$ cat config.mk
export PLATFORM = sky130hd
export DESIGN_NAME = irq_seq
export DESIGN_NICKNAME = d
export VERILOG_FILES = /design/src/rtl/irq_seq_pkg.sv /design/src/rtl/irq_flag_bank.sv /design/src/rtl/irq_pick.sv /design/src/rtl/irq_seq_fsm.sv /design/src/rtl/irq_seq.sv
export SDC_FILE = /design/constraint.sdc
export NUM_CORES = 1
export LEC_CHECK = 0
export BUFFER_PORTS_ARGS = -buffer_cell sky130_fd_sc_hd__buf_4
export CORE_ASPECT_RATIO = 0.5
export CORE_MARGIN = 2
export CORE_UTILIZATION = 33
export CTS_CLUSTER_DIAMETER = 40
export DETAILED_ROUTE_END_ITERATION = 6
export PLACE_DENSITY = 0.53
export SLEW_MARGIN = 20
export SYNTH_ARGS = -nofsm -noshare
export SYNTH_HDL_FRONTEND = slang
export SYNTH_HIERARCHICAL = 1
export SYNTH_SLANG_ARGS = --single-unit
$ cat constraint.sdc
create_clock -name clk -period 4.2 [get_ports clk]
set_input_delay 1.05 -clock clk [delete_from_list [all_inputs] [get_ports clk]]
set_output_delay 1.05 -clock clk [all_outputs]
set_load 0.1 [all_outputs]
$ cat src/rtl/irq_seq_pkg.sv
package irq_seq_pkg;

  localparam int MAX_SRC = 32;

  typedef enum logic [1:0] {
    SQ_IDLE   = 2'd0,
    SQ_WAKE   = 2'd1,
    SQ_ENTER  = 2'd2,
    SQ_RETURN = 2'd3
  } seq_state_e;

  localparam logic [1:0] ADDR_EN  = 2'd0;
  localparam logic [1:0] ADDR_CLR = 2'd1;
  localparam logic [1:0] ADDR_GIE = 2'd2;

  // lowest set bit index; 0 when no bit is set
  function automatic int unsigned lowest_set(input logic [MAX_SRC-1:0] v);
    int unsigned r;
    r = 0;
    for (int i = MAX_SRC - 1; i >= 0; i--) begin
      if (v[i]) r = unsigned'(i);
    end
    return r;
  endfunction

  // vector address for a source index
  function automatic int unsigned vector_for(input int unsigned idx);
    return idx + 1;
  endfunction

endpackage

$ cat src/rtl/irq_flag_bank.sv
module irq_flag_bank #(
  parameter int NSRC = 4
) (
  input  logic            clk,
  input  logic            rst_n,
  input  logic [NSRC-1:0] evt,
  input  logic [NSRC-1:0] sw_clr,
  input  logic [NSRC-1:0] hw_clr,
  input  logic            en_we,
  input  logic [NSRC-1:0] en_wdata,
  output logic [NSRC-1:0] flags,
  output logic [NSRC-1:0] en
);

  for (genvar g = 0; g < NSRC; g++) begin : g_flag
    always_ff @(posedge clk) begin
      if (!rst_n) begin
        flags[g] <= 1'b0;
      end else begin
        // a new request outranks either kind of clear
        flags[g] <= evt[g] | (flags[g] & ~sw_clr[g] & ~hw_clr[g]);
      end
    end
  end

  always_ff @(posedge clk) begin
    if (!rst_n) begin
      en <= '0;
    end else if (en_we) begin
      en <= en_wdata;
    end
  end

endmodule

$ cat src/rtl/irq_pick.sv
module irq_pick
  import irq_seq_pkg::*;
#(
  parameter int NSRC = 4,
  parameter int PC_W = 9
) (
  input  logic [NSRC-1:0] flags,
  input  logic [NSRC-1:0] en,
  output logic            any,
  output logic [PC_W-1:0] vec,
  output logic [NSRC-1:0] onehot
);

  localparam int IDX_W = (NSRC > 1) ? $clog2(NSRC) : 1;

  logic [NSRC-1:0]    req;
  logic [MAX_SRC-1:0] req_ext;
  logic [IDX_W-1:0]   sel_idx;

  always_comb begin
    req     = flags & en;
    req_ext = MAX_SRC'(req);
    any     = |req;
    sel_idx = IDX_W'(lowest_set(req_ext));
    vec     = PC_W'(vector_for(int'(sel_idx)));
  end

  for (genvar g = 0; g < NSRC; g++) begin : g_oh
    assign onehot[g] = any && (sel_idx == IDX_W'(g));
  end

endmodule

$ cat src/rtl/irq_seq_fsm.sv
module irq_seq_fsm
  import irq_seq_pkg::*;
#(
  parameter int NSRC      = 4,
  parameter int PC_W      = 9,
  parameter int ENTRY_CYC = 4,
  parameter int WAKE_CYC  = 4,
  parameter int RET_CYC   = 4
) (
  input  logic            clk,
  input  logic            rst_n,
  input  logic            pend_any,
  input  logic [PC_W-1:0] pick_vec,
  input  logic [NSRC-1:0] pick_oh,
  input  logic            insn_boundary,
  input  logic            core_sleep,
  input  logic            reti,
  input  logic [PC_W-1:0] cur_pc,
  input  logic [PC_W-1:0] pop_data,
  input  logic            gie_we,
  input  logic            gie_wdata,
  output logic            gie,
  output logic            busy,
  output logic            take,
  output logic            ret_done,
  output logic            push_req,
  output logic [PC_W-1:0] push_data,
  output logic            pop_req,
  output logic            pc_load,
  output logic [PC_W-1:0] pc_load_val,
  output logic [NSRC-1:0] svc_clr
);

  localparam int MAX_A  = (ENTRY_CYC > WAKE_CYC) ? ENTRY_CYC : WAKE_CYC;
  localparam int MAX_C  = (MAX_A > RET_CYC) ? MAX_A : RET_CYC;
  localparam int CNT_W  = (MAX_C > 1) ? $clog2(MAX_C) : 1;
  localparam logic [CNT_W-1:0] ENT_END  = CNT_W'(ENTRY_CYC - 1);
  localparam logic [CNT_W-1:0] WAKE_END = CNT_W'(WAKE_CYC - 1);
  localparam logic [CNT_W-1:0] RET_END  = CNT_W'(RET_CYC - 1);

  seq_state_e      st_q;
  logic [CNT_W-1:0] cnt_q;
  logic [PC_W-1:0] pc_q;
  logic [PC_W-1:0] vec_q;
  logic [NSRC-1:0] oh_q;
  logic            gie_q;
  logic            after_ret_q;

  logic idle, ret_start, wake_end, ent_last;

  always_comb begin
    idle      = (st_q == SQ_IDLE);
    ret_start = idle && reti;
    // a return strobe outranks a new acceptance in the same cycle
    take      = idle && !reti && gie_q && pend_any &&
                ((insn_boundary && !after_ret_q) || core_sleep);
    wake_end  = (st_q == SQ_WAKE)   && (cnt_q == WAKE_END);
    push_req  = (st_q == SQ_ENTER)  && (cnt_q == '0);
    ent_last  = (st_q == SQ_ENTER)  && (cnt_q == ENT_END);
    pop_req   = (st_q == SQ_RETURN) && (cnt_q == '0);
    ret_done  = (st_q == SQ_RETURN) && (cnt_q == RET_END);
    pc_load   = ent_last || ret_done;
    if (ent_last)     pc_load_val = vec_q;
    else if (pop_req) pc_load_val = pop_data;
    else              pc_load_val = pc_q;
    push_data = pc_q;
    svc_clr   = ent_last ? oh_q : '0;
    busy      = !idle;
    gie       = gie_q;
  end

  always_ff @(posedge clk) begin
    if (!rst_n) begin
      st_q  <= SQ_IDLE;
      cnt_q <= '0;
      pc_q  <= '0;
      vec_q <= '0;
      oh_q  <= '0;
    end else begin
      unique case (st_q)
        SQ_IDLE: begin
          cnt_q <= '0;
          if (ret_start) begin
            st_q <= SQ_RETURN;
          end else if (take) begin
            st_q  <= core_sleep ? SQ_WAKE : SQ_ENTER;
            pc_q  <= cur_pc;
            vec_q <= pick_vec;
            oh_q  <= pick_oh;
          end
        end
        SQ_WAKE: begin
          if (wake_end) begin
            st_q  <= SQ_ENTER;
            cnt_q <= '0;
          end else begin
            cnt_q <= cnt_q + 1'b1;
          end
        end
        SQ_ENTER: begin
          if (ent_last) begin
            st_q  <= SQ_IDLE;
            cnt_q <= '0;
          end else begin
            cnt_q <= cnt_q + 1'b1;
          end
        end
        SQ_RETURN: begin
          if (pop_req) pc_q <= pop_data;
          if (ret_done) begin
            st_q  <= SQ_IDLE;
            cnt_q <= '0;
          end else begin
            cnt_q <= cnt_q + 1'b1;
          end
        end
        default: st_q <= SQ_IDLE;
      endcase
    end
  end

  always_ff @(posedge clk) begin
    if (!rst_n) begin
      gie_q       <= 1'b0;
      after_ret_q <= 1'b0;
    end else begin
      if (take)          gie_q <= 1'b0;
      else if (ret_done) gie_q <= 1'b1;
      else if (gie_we)   gie_q <= gie_wdata;

      if (ret_done)           after_ret_q <= 1'b1;
      else if (insn_boundary) after_ret_q <= 1'b0;
    end
  end

endmodule

$ cat src/rtl/irq_seq.sv
module irq_seq
  import irq_seq_pkg::*;
#(
  parameter int NSRC = 4,
  parameter int PC_W = 9
) (
  input  logic            clk,
  input  logic            rst_n,
  input  logic [NSRC-1:0] src_evt,
  input  logic            bus_we,
  input  logic [1:0]      bus_addr,
  input  logic [NSRC-1:0] bus_wdata,
  input  logic            insn_boundary,
  input  logic            core_sleep,
  input  logic            reti,
  input  logic [PC_W-1:0] cur_pc,
  input  logic [PC_W-1:0] pop_data,
  output logic            push_req,
  output logic [PC_W-1:0] push_data,
  output logic            pop_req,
  output logic            pc_load,
  output logic [PC_W-1:0] pc_load_val,
  output logic [NSRC-1:0] pend_flags,
  output logic            gie,
  output logic            busy
);

  logic            en_we, gie_we;
  logic [NSRC-1:0] sw_clr, svc_clr, en_q, flags_q, pick_oh;
  logic [PC_W-1:0] pick_vec;
  logic            pend_any, take_w, ret_done_w;

  always_comb begin
    en_we  = bus_we && (bus_addr == ADDR_EN);
    gie_we = bus_we && (bus_addr == ADDR_GIE);
    sw_clr = (bus_we && (bus_addr == ADDR_CLR)) ? bus_wdata : '0;
  end

  irq_flag_bank #(.NSRC(NSRC)) u_bank (
    .clk(clk), .rst_n(rst_n), .evt(src_evt), .sw_clr(sw_clr),
    .hw_clr(svc_clr), .en_we(en_we), .en_wdata(bus_wdata),
    .flags(flags_q), .en(en_q)
  );

  irq_pick #(.NSRC(NSRC), .PC_W(PC_W)) u_pick (
    .flags(flags_q), .en(en_q), .any(pend_any), .vec(pick_vec),
    .onehot(pick_oh)
  );

  irq_seq_fsm #(.NSRC(NSRC), .PC_W(PC_W)) u_fsm (
    .clk(clk), .rst_n(rst_n), .pend_any(pend_any), .pick_vec(pick_vec),
    .pick_oh(pick_oh), .insn_boundary(insn_boundary),
    .core_sleep(core_sleep), .reti(reti), .cur_pc(cur_pc),
    .pop_data(pop_data), .gie_we(gie_we), .gie_wdata(bus_wdata[0]),
    .gie(gie), .busy(busy), .take(take_w), .ret_done(ret_done_w),
    .push_req(push_req), .push_data(push_data), .pop_req(pop_req),
    .pc_load(pc_load), .pc_load_val(pc_load_val), .svc_clr(svc_clr)
  );

  assign pend_flags = flags_q;

endmodule

==> run metrics, run 1 <==
status completed; top_reg_cell synth dfxtp_1; Fmax between 0.2 and 0.3 GHz; global route overflow 0; met2 Use GR 0.227; critical hold path startpoint u_fsm/cnt_q[0]; Synth Instances 254; via/cell ratio 4.99; final hold violations 0; met1 Use GR 0.220; cells resized by post-CTS repair 0; root buf cell clkbuf_16; Synth async-reset ratio 0; Core Rows 20; most common cell after layout, fill and taps aside buf_4; GP Congestion 0.790; ANT cells 0; worst hold endpoint u_fsm/cnt_q[0]; fin crit period 3.51 ns; Worst-Skew Late Latency 0.28 ns; fillers about 620; final wirelength approximately 5500 um; first-pass GRT wire length 8700 um; initial antenna violation count 0; Final nets about 340; Worst Path Arrival 2.46 ns; Max VDD drop 145 uV; Final Slew Violations 0; vias in the first global route 1683; clock skew 0.00492 ns; Die Area 7330 um2; Synth cell types 41; Post-DRT Antenna Nets 0; Die Wd about 120 um; TritonRoute pass-1 iters 4; met3 GRT Util 0.0491; maximum clock path buffer count 2; #FFs+latches synth 36; fin crit share 0.835; Global Route Usage Sum 0.155; I/O Pins 61; Clock Pin Slew Worst Setup and Hold Paths 0.06 ns; dpl ws 0.979 ns; r2r setup slk 2.16 ns; Wirelength per Cell 14.1 um; Required @ worst endpoint 3.15 ns; area grow syn2layout 26.0%; Tightest Hold Check Type reg -> reg; Port Buf Inserts 60; worst path cell trace inv_1 > ha_1 > nand3_1 > mux2i_1 > a21oi_1 > buf_4; Reg2Reg Launch Point u_bank/flags[3]; final setup margin roughly 0.7 ns; slew of the pin with the lowest slew margin 0.841 ns; routed vias between 1500 and 2000; Hold Path Depth 1; Mapped Avg Cell Area about 8.6 um2; pwr dens 379 nW/um2; CP startpoint kind register; Syn. warnings 6; register area share after synthesis 0.330; Max-slew headroom 0.438; DR iter-0 viols 118; largest net degree at the start of global routing 50; Initial Util 0.351; DP Wirelength 3980 um; RR Endpoint u_fsm/st_q[1]; core area 6230 um2; clock tree from TritonCTS done; CP peak stage delay between 0.5 and 0.6 ns; total CTS buffers 5; TNS Setup 0 ns; Lkg Pwr 1.22 nW; Mapped Area 2190 um2; slowest CP cell nand3_1; CTS Hold Bufs 0; commonest cells after routing, fill and taps aside 60 x buf_4, 36 x dfxtp_1, 32 x nand2_1; Crit Path Class reg -> out; critical-path maximum fanout 11; # DRC 0; clock sinks 36; EDFF count, synth 0; Crit. End Element output port; die height ~62 um; RSZ-0062 raised after global routing false; GR peak layer met2; Setup Viol. Count Final 0; ratio of cells with drive above 1 in the final layout 0.279; post-CTS setup buffer count 0; H-tree Lvls 2; R2R depth 6; Hold Slack 0.453 ns; number of max-cap violations 0
Yosys cell counts (all sizes together), types with 4 or more instances:
master / number / area [um2]
nor2: 17 / 63.8
o21ai: 10 / 50.1
nand2: 32 / 120
and2: 4 / 27.5
clkbuf: 8 / 30.0
and4b: 4 / 40.0
a2111oi: 9 / 78.8
mux2i: 26 / 260
nor3b: 6 / 45.0
a311oi: 9 / 78.8
buf: 14 / 125
dfxtp: 36 / 721
inv: 19 / 78.8
ha: 4 / 50.1
a21oi: 10 / 50.1
o21a: 6 / 45.0
mux2: 10 / 113
nor2b: 6 / 37.5
nand2b: 4 / 32.5
registers in the layout (all words and copies together), names as in the netlist:
name,cells
u_fsm/push_data,9
u_fsm/vec_q,9
u_bank/en,4
u_bank/flags,4
u_fsm/oh_q,4
u_fsm/cnt_q,2
u_fsm/st_q,2
u_fsm/after_ret_q,1
u_fsm/gie,1
per-layer routing:
metal  share of wire  up-vias
met1            0.51      908
li1                -      979
met4          0.0089        0
met5               0        -
met3           0.074        5
met2            0.41       68
power by group:
| group | total [mW] | switching, mW | leakage, nW | internal, mW |
|---|---|---|---|---|
| clock | 0.366 | 0.148 | 0.0736 | 0.219 |
| combinational | 0.305 | 0.216 | 0.851 | 0.0895 |
| sequential | 0.373 | 0.0168 | 0.293 | 0.356 |
through the flow:
step | cells | utilization | power (mW) | cell area (um2)
final | 393 | 0.442 | 1.04 | 2750
after global routing | 393 | 0.442 | 1.09 | 2750
after CTS | 393 | 0.442 | 1.05 | 2750
after detailed placement | 385 | 0.419 | 0.685 | 2610
after global placement | 385 | 0.419 | 0.681 | 2610
after floorplan | 259 | - | 0.614 | 2200
cells by family after synthesis:
group	count (synthesis)	synth area share
simple gates	83	0.198
other cells	1	0.00172
mux	36	0.171
buf+inv	42	0.109
fa+ha+maj	4	0.0229
compound gates	52	0.168
flops	36	0.330
worst max-delay path, delay by kind of cell (launching register included):
kind / cells / cell delay (ns)
fa+ha+maj: 1 / 0.45
compound gates: 1 / 0.19
flops: 1 / 0.32
simple gates: 1 / 0.56
buf+inv: 2 / 0.38
mux: 1 / 0.27
worst max-delay path by stage:
stage,from,end,slack [ns],cells past startpoint
3_3_place_gp,u_fsm/cnt_q[0],pc_load_val[2],1.09,6
6_report,u_fsm/cnt_q[0],pc_load_val[2],0.69,6
3_5_place_dp,u_fsm/cnt_q[0],pc_load_val[2],0.98,6
5_1_grt,u_fsm/cnt_q[0],pc_load_val[7],0.61,6
4_1_cts,u_fsm/cnt_q[0],pc_load_val[2],0.69,6
2_1_floorplan,u_fsm/cnt_q[0],pc_load_val[0],0.45,7
layout make-up:
type	count	area (um2)	share of cell area
Tap cell	88	110	0.0400
Clock inverter	3	18.8	0.00682
Multi-Input combinational cell	181	1250	0.453
Timing Repair Buffer	60	450	0.164
Clock buffer	5	125	0.0454
Sequential cell	36	721	0.262
Inverter	20	82.6	0.0300
No activity file was read; power rests on OpenSTA's default activity.
==> run 2: changes to the inputs <==
==> constraint.sdc (replaced) <==
create_clock -name clk -period 3.5 [get_ports clk]
set_input_delay 0.875 -clock clk [delete_from_list [all_inputs] [get_ports clk]]
set_output_delay 0.875 -clock clk [all_outputs]
set_load 0.1 [all_outputs]
==> run metrics, run 2 (synthesis results as in run 1) <==
Crit Path Class reg -> out; DR iter-0 viols 85; critical path's top delay family simple AND/OR/NAND/NOR gates; area grow syn2layout 29.1%; CP Launch Point u_fsm/st_q[1]; CP startpoint kind register; clock skew 0.00429 ns; status completed; I/O Pins 61; utilization after layout 0.453; via/cell ratio 4.88; vias in the first global route 1760; slowest CP cell nand3_1; Worst-Skew Late Latency about 0.28 ns; CP peak stage delay 0.52 ns; Worst setup endpoint pc_load_val[3]; clock tree from TritonCTS done; Fmax 0.341 GHz; Post-DRT Antenna Nets 0; Final Slew Violations 0; Max-slew headroom 0.467; CTS Hold Bufs 0; Net Sw Frac 0.341; multi-input combinational cell area 1280 um2; RSZ-0062 raised after global routing false; clock sinks 36; Crit. End Element output port; Max VDD drop 176 uV; global route overflow 0; cells resized by post-CTS repair 0; largest net degree at the start of global routing 50; Initial Util 0.351; ANT cells 0; Tot Pwr 1.33 mW; Port Buf Inserts 60; first-pass GRT wire length 8880 um; initial antenna violation count 0; Worst Path Arrival 2.06 ns; Pint 0.874 mW; CP Depth 4; commonest cells after routing, fill and taps aside 62 x buf_4, 36 x dfxtp_1, 32 x nand2_1; DP Wirelength 4010 um; final setup margin 0.565 ns; most common cell after layout, fill and taps aside buf_4; maximum clock path buffer count 2; TritonRoute pass-1 iters 4; Hold Slack 0.448 ns; Final nets around 340; Clk network pwr share 0.381; TNS Setup 0 ns; Comb power frac 0.281; Setup Viol. Count Final 0; Core Rows 20; Wirelength per Cell 14.2 um; Finished Layout Cells 395; Tightest Hold Check Type reg -> reg; H-tree Lvls 2; critical hold path startpoint u_fsm/cnt_q[0]; dpl ws just over 0.9 ns; Lkg Pwr 1.23 nW; P_sw between 0.4 and 0.5 mW; Seq. cell area 721 um2; critical-path maximum fanout 10; final hold violations 0; Clock Pin Slew Worst Setup and Hold Paths 0.05 ns; fin crit share 0.839; GP Congestion 0.789; dpl cell area 2660 um2; dpl cells 387; post-CTS setup buffer count 0; fillers 652; final instance area 2820 um2; die height 61.6 um; total CTS buffers 5; ratio of cells with drive above 1 in the final layout 0.309; Global Route Usage Sum 0.157; number of max-cap violations 0; r2r setup slk 1.50 ns; worst path cell trace nand3_1 > mux2i_1 > a21oi_2 > buf_4; final wirelength 5610 um; CP Buf/Inv Count 1; Die Area 7330 um2; RR Endpoint u_fsm/st_q[1]; sequential power share 0.338; Required @ worst endpoint 2.62 ns; Die Wd 119 um; # DRC 0; routed vias 1929; fin crit period 2.94 ns; R2R depth 6; core area about 6200 um2; root buf cell clkbuf_16; Reg2Reg Launch Point u_bank/flags[3]; slew of the pin with the lowest slew margin ~0.80 ns; pwr dens approximately 470 nW/um2
## run 2: changes by cell type in the layout (fill, tap and decap cells not counted)
cell       before  now
a21oi_1        10    1
a21oi_2         0    9
buf_4          60   62
bufinv_16       0    1
clkbuf_1        0    1
clkinv_2        2    1
clkinv_4        1    0
## run 2: how the worst min path moves through the flow
stage / to / slack [ns] / cells past startpoint
3_5_place_dp: u_fsm/cnt_q[0] / 0.45 / 1
3_3_place_gp: u_fsm/cnt_q[0] / 0.44 / 1
5_1_grt: u_fsm/vec_q[6] / 0.47 / 2
4_1_cts: u_fsm/cnt_q[0] / 0.45 / 1
6_report: u_fsm/cnt_q[0] / 0.45 / 1
2_1_floorplan: u_fsm/cnt_q[0] / 0.43 / 1
## run 2: layer usage
layer  up-vias  GRT usage  routed length, um
li1        978          -                  -
met1       905      0.219               2940
met2        39      0.240               2350
met3         7     0.0389                257
met4         0     0.0561                 63
met5         -          0                  0
## run 2: area by class of cell
class,count,area share
clock buffer,6,0.0457
clock inverter,2,0.0124
inverter,20,0.0293
multi-input combinational,181,0.453
sequential,36,0.255
tap,88,0.0390
timing repair buffer,62,0.165
## run 2: power by group through the flow
stage / sequential, mW / combinational, mW / clock, mW
3_5_place_dp: 0.456 / 0.373 / 0
6_report: 0.448 / 0.372 / 0.506
5_1_grt: 0.451 / 0.391 / 0.538
3_3_place_gp: 0.456 / 0.370 / 0
4_1_cts: 0.448 / 0.373 / 0.520
2_1_floorplan: 0.522 / 0.219 / 0
==> run 3: changes to the inputs <==
--- a/config.mk
+++ b/config.mk
@@ -5,6 +5,7 @@
 export SDC_FILE = /design/constraint.sdc
 export NUM_CORES = 1
 export LEC_CHECK = 0
+export ABC_AREA = 1
 export BUFFER_PORTS_ARGS = -buffer_cell sky130_fd_sc_hd__buf_4
 export CORE_ASPECT_RATIO = 0.5
 export CORE_MARGIN = 2
==> constraint.sdc (replaced) <==
create_clock -name clk -period 2.79 [get_ports clk]
set_input_delay 0.6975 -clock clk [delete_from_list [all_inputs] [get_ports clk]]
set_output_delay 0.6975 -clock clk [all_outputs]
set_load 0.1 [all_outputs]
==> run metrics, run 3 <==
status completed; I/O Pins 61; Worst Path Arrival 1.88 ns; Crit Path Class reg -> out; vias in the first global route approximately 1800; Final Slew Violations 0; fin crit period approximately 2.6 ns; Die Wd 116 um; core area 6080 um2; mux contribution to synthesized area 0; met3 GRT Util 0.0467; largest net degree at the start of global routing 32; Synth async-reset ratio 0; utilization after layout 0.465; synth top area cells dfxtp_1 35%, nor2_1 13%, inv_1 9.4%, nand2_1 7.0%, o21ai_0 7.0%; GR peak layer met2; Compound-Gate Fraction of Synth Area 0.184; Post-DRT Antenna Nets 0; commonest cells after routing, fill and taps aside 71 x nor2_1, 63 x buf_4, 51 x inv_1; R2R depth 11; critical-path maximum fanout 19; RR Endpoint u_fsm/push_data[0]; Synth cell types 27; #FFs+latches synth 36; Max VDD drop 236 uV; simple-gate share of the synthesized area 0.288; clock tree from TritonCTS done; EDFF count, synth 0; met1 Use GR 0.217; post-synthesis adder-cell area fraction 0.0241; clock skew between 0.004 and 0.005 ns; DP Wirelength about 3900 um; register area share after synthesis 0.347; maximum clock path buffer count 2; Mapped Avg Cell Area 6.53 um2; number of max-cap violations 0; met2 Use GR 0.245; area grow syn2layout 36.1%; largest family of logic cells by synthesized area simple AND/OR/NAND/NOR gates; first-pass GRT wire length 8540 um; routed vias 2046; DR iter-0 viols 108; most frequent cells after synthesis 71 x nor2_1, 52 x inv_1, 39 x nand2_1; final setup margin approximately 0.21 ns; Initial Util 0.342; top_reg_cell synth dfxtp_1; Fmax 0.387 GHz; Synth Area in XOR/XNOR 0; multi-input combinational cell area 1130 um2; Required @ worst endpoint about 2.1 ns; Core Rows 20; Seq. cell area a little over 700 um2; # DRC 0; die height 60.1 um; Crit. End Element output port; ratio of cells with drive above 1 in the final layout 0.282; Tightest Hold Check Type reg -> reg; GP Congestion 0.742; Synth Instances approximately 320; Port Buf Inserts 60; Lkg Pwr ~1.4 nW; count leader, synth nor2_1; Syn. warnings 6; critical hold path startpoint u_fsm/oh_q[3]; dpl ws 0.391 ns; root buf cell clkbuf_16; share of the synthesized area in the top cell type 0.347; most common cell after layout, fill and taps aside nor2_1; Reg2Reg Launch Point u_bank/flags[1]; Wirelength per Cell between 10 and 15 um; Hold Path Depth 2; cell mode on critical path inv_1; TritonRoute pass-1 iters 4; via/cell ratio 4.37; total CTS buffers 5; final wirelength between 5000 and 6000 um; final hold violations 0; initial antenna violation count 0; Global Route Usage Sum 0.158; H-tree Lvls 2; RSZ-0062 raised after global routing false; r2r setup slk 1.19 ns; global route overflow 0; Worst-Skew Late Latency 0.28 ns; Setup Viol. Count Final 0; Die Area 6980 um2; worst path cell trace inv_1 > ha_1 > inv_1 > nor2_4 > buf_12 > nand2_1 > o21ai_0 > a21oi_4 > buf_4; CP startpoint kind register; clock sinks 36; fillers slightly below 700; leading area contributor after synthesis dfxtp_1; Mapped Area 2080 um2; ANT cells 0; CP peak stage delay 0.35 ns; Clock Pin Slew Worst Setup and Hold Paths around 0.06 ns; slowest CP cell dfxtp_1; fin crit share 0.925; pwr dens 694 nW/um2; worst hold endpoint u_fsm/oh_q[3]; Final nets around 420
run 3: changes by cell type after synthesis, moves of 12 or more:
cell     before  now
nor2_1       17   71
o21ai_0      10   29
inv_1        18   52
a21oi_1      10   22
mux2i_1      26    0
run 3: worst max-delay path by stage:
stage	cells after the start	startpoint	to	slack (ns)
6_report	9	u_fsm/cnt_q[0]	pc_load_val[3]	0.21
5_1_grt	9	u_fsm/cnt_q[0]	pc_load_val[5]	0.1
4_1_cts	7	u_fsm/cnt_q[0]	pc_load_val[3]	0.09
3_5_place_dp	7	u_fsm/cnt_q[0]	pc_load_val[4]	0.39
3_3_place_gp	7	u_fsm/cnt_q[0]	pc_load_val[6]	0.44
2_1_floorplan	7	u_fsm/cnt_q[0]	pc_load_val[1]	-0.25
run 3: kinds of logic (layout without fill, tap and decap cells):
logic type,Yosys count,in the layout
AND/OR/NAND/NOR,134,134
adder cells (fa/ha/maj),4,4
other,1,6
buffers and inverters,73,130
AO/OA/AOI/OAI,70,70
flip-flops,36,36
run 3: what timing repair did:
item,4_1_cts,5_1_grt
endpoints found under the setup margin,0,4
hold buffers,0,0
setup buffers,0,1
gates resized for setup,0,1
run 3: critical path, delay by kind of cell (launching register included):
family | cells | cell delay (ns)
buffers and inverters | 4 | 0.61
AOI/OAI and AO/OA | 2 | 0.29
and+or+nand+nor | 2 | 0.13
DFF | 1 | 0.35
adders and majority gates | 1 | 0.21
run 3: layer usage:
metal | vias up | share of wire | routed length, um
met1 | 890 | 0.52 | 2740
met5 | - | 0 | 0
li1 | 1101 | - | -
met3 | 5 | 0.060 | 315
met2 | 50 | 0.41 | 2150
met4 | 0 | 0.0065 | 34
run 3: metrics by stage:
stage / instance area [um2] / hold WS, ns / power (mW) / instances / TNS, ns
2_1_floorplan: 2180 / 0.428 / 1.22 / 323 / -1.45
3_3_place_gp: 2650 / 0.440 / 1.39 / 459 / 0
3_5_place_dp: 2650 / 0.449 / 1.40 / 459 / 0
4_1_cts: 2800 / 0.458 / 1.97 / 467 / 0
5_1_grt: 2830 / 0.478 / 2.05 / 468 / 0
6_report: 2830 / 0.457 / 1.96 / 468 / 0
run 3: final cells by class:
type / count / share of cell area
inverters: 58 / 0.0783
clock inverters: 1 / 0.00265
clock buffers: 7 / 0.0504
well taps: 88 / 0.0389
multi-input cells: 214 / 0.400
flip-flops and latches: 36 / 0.255
repair buffers: 64 / 0.174
run 3: power by group:
part,internal [mW],total [mW],switching (mW)
clock,0.356,0.569,0.213
combinational,0.200,0.807,0.607
sequential,0.549,0.586,0.0362
total,1.10,1.96,0.857
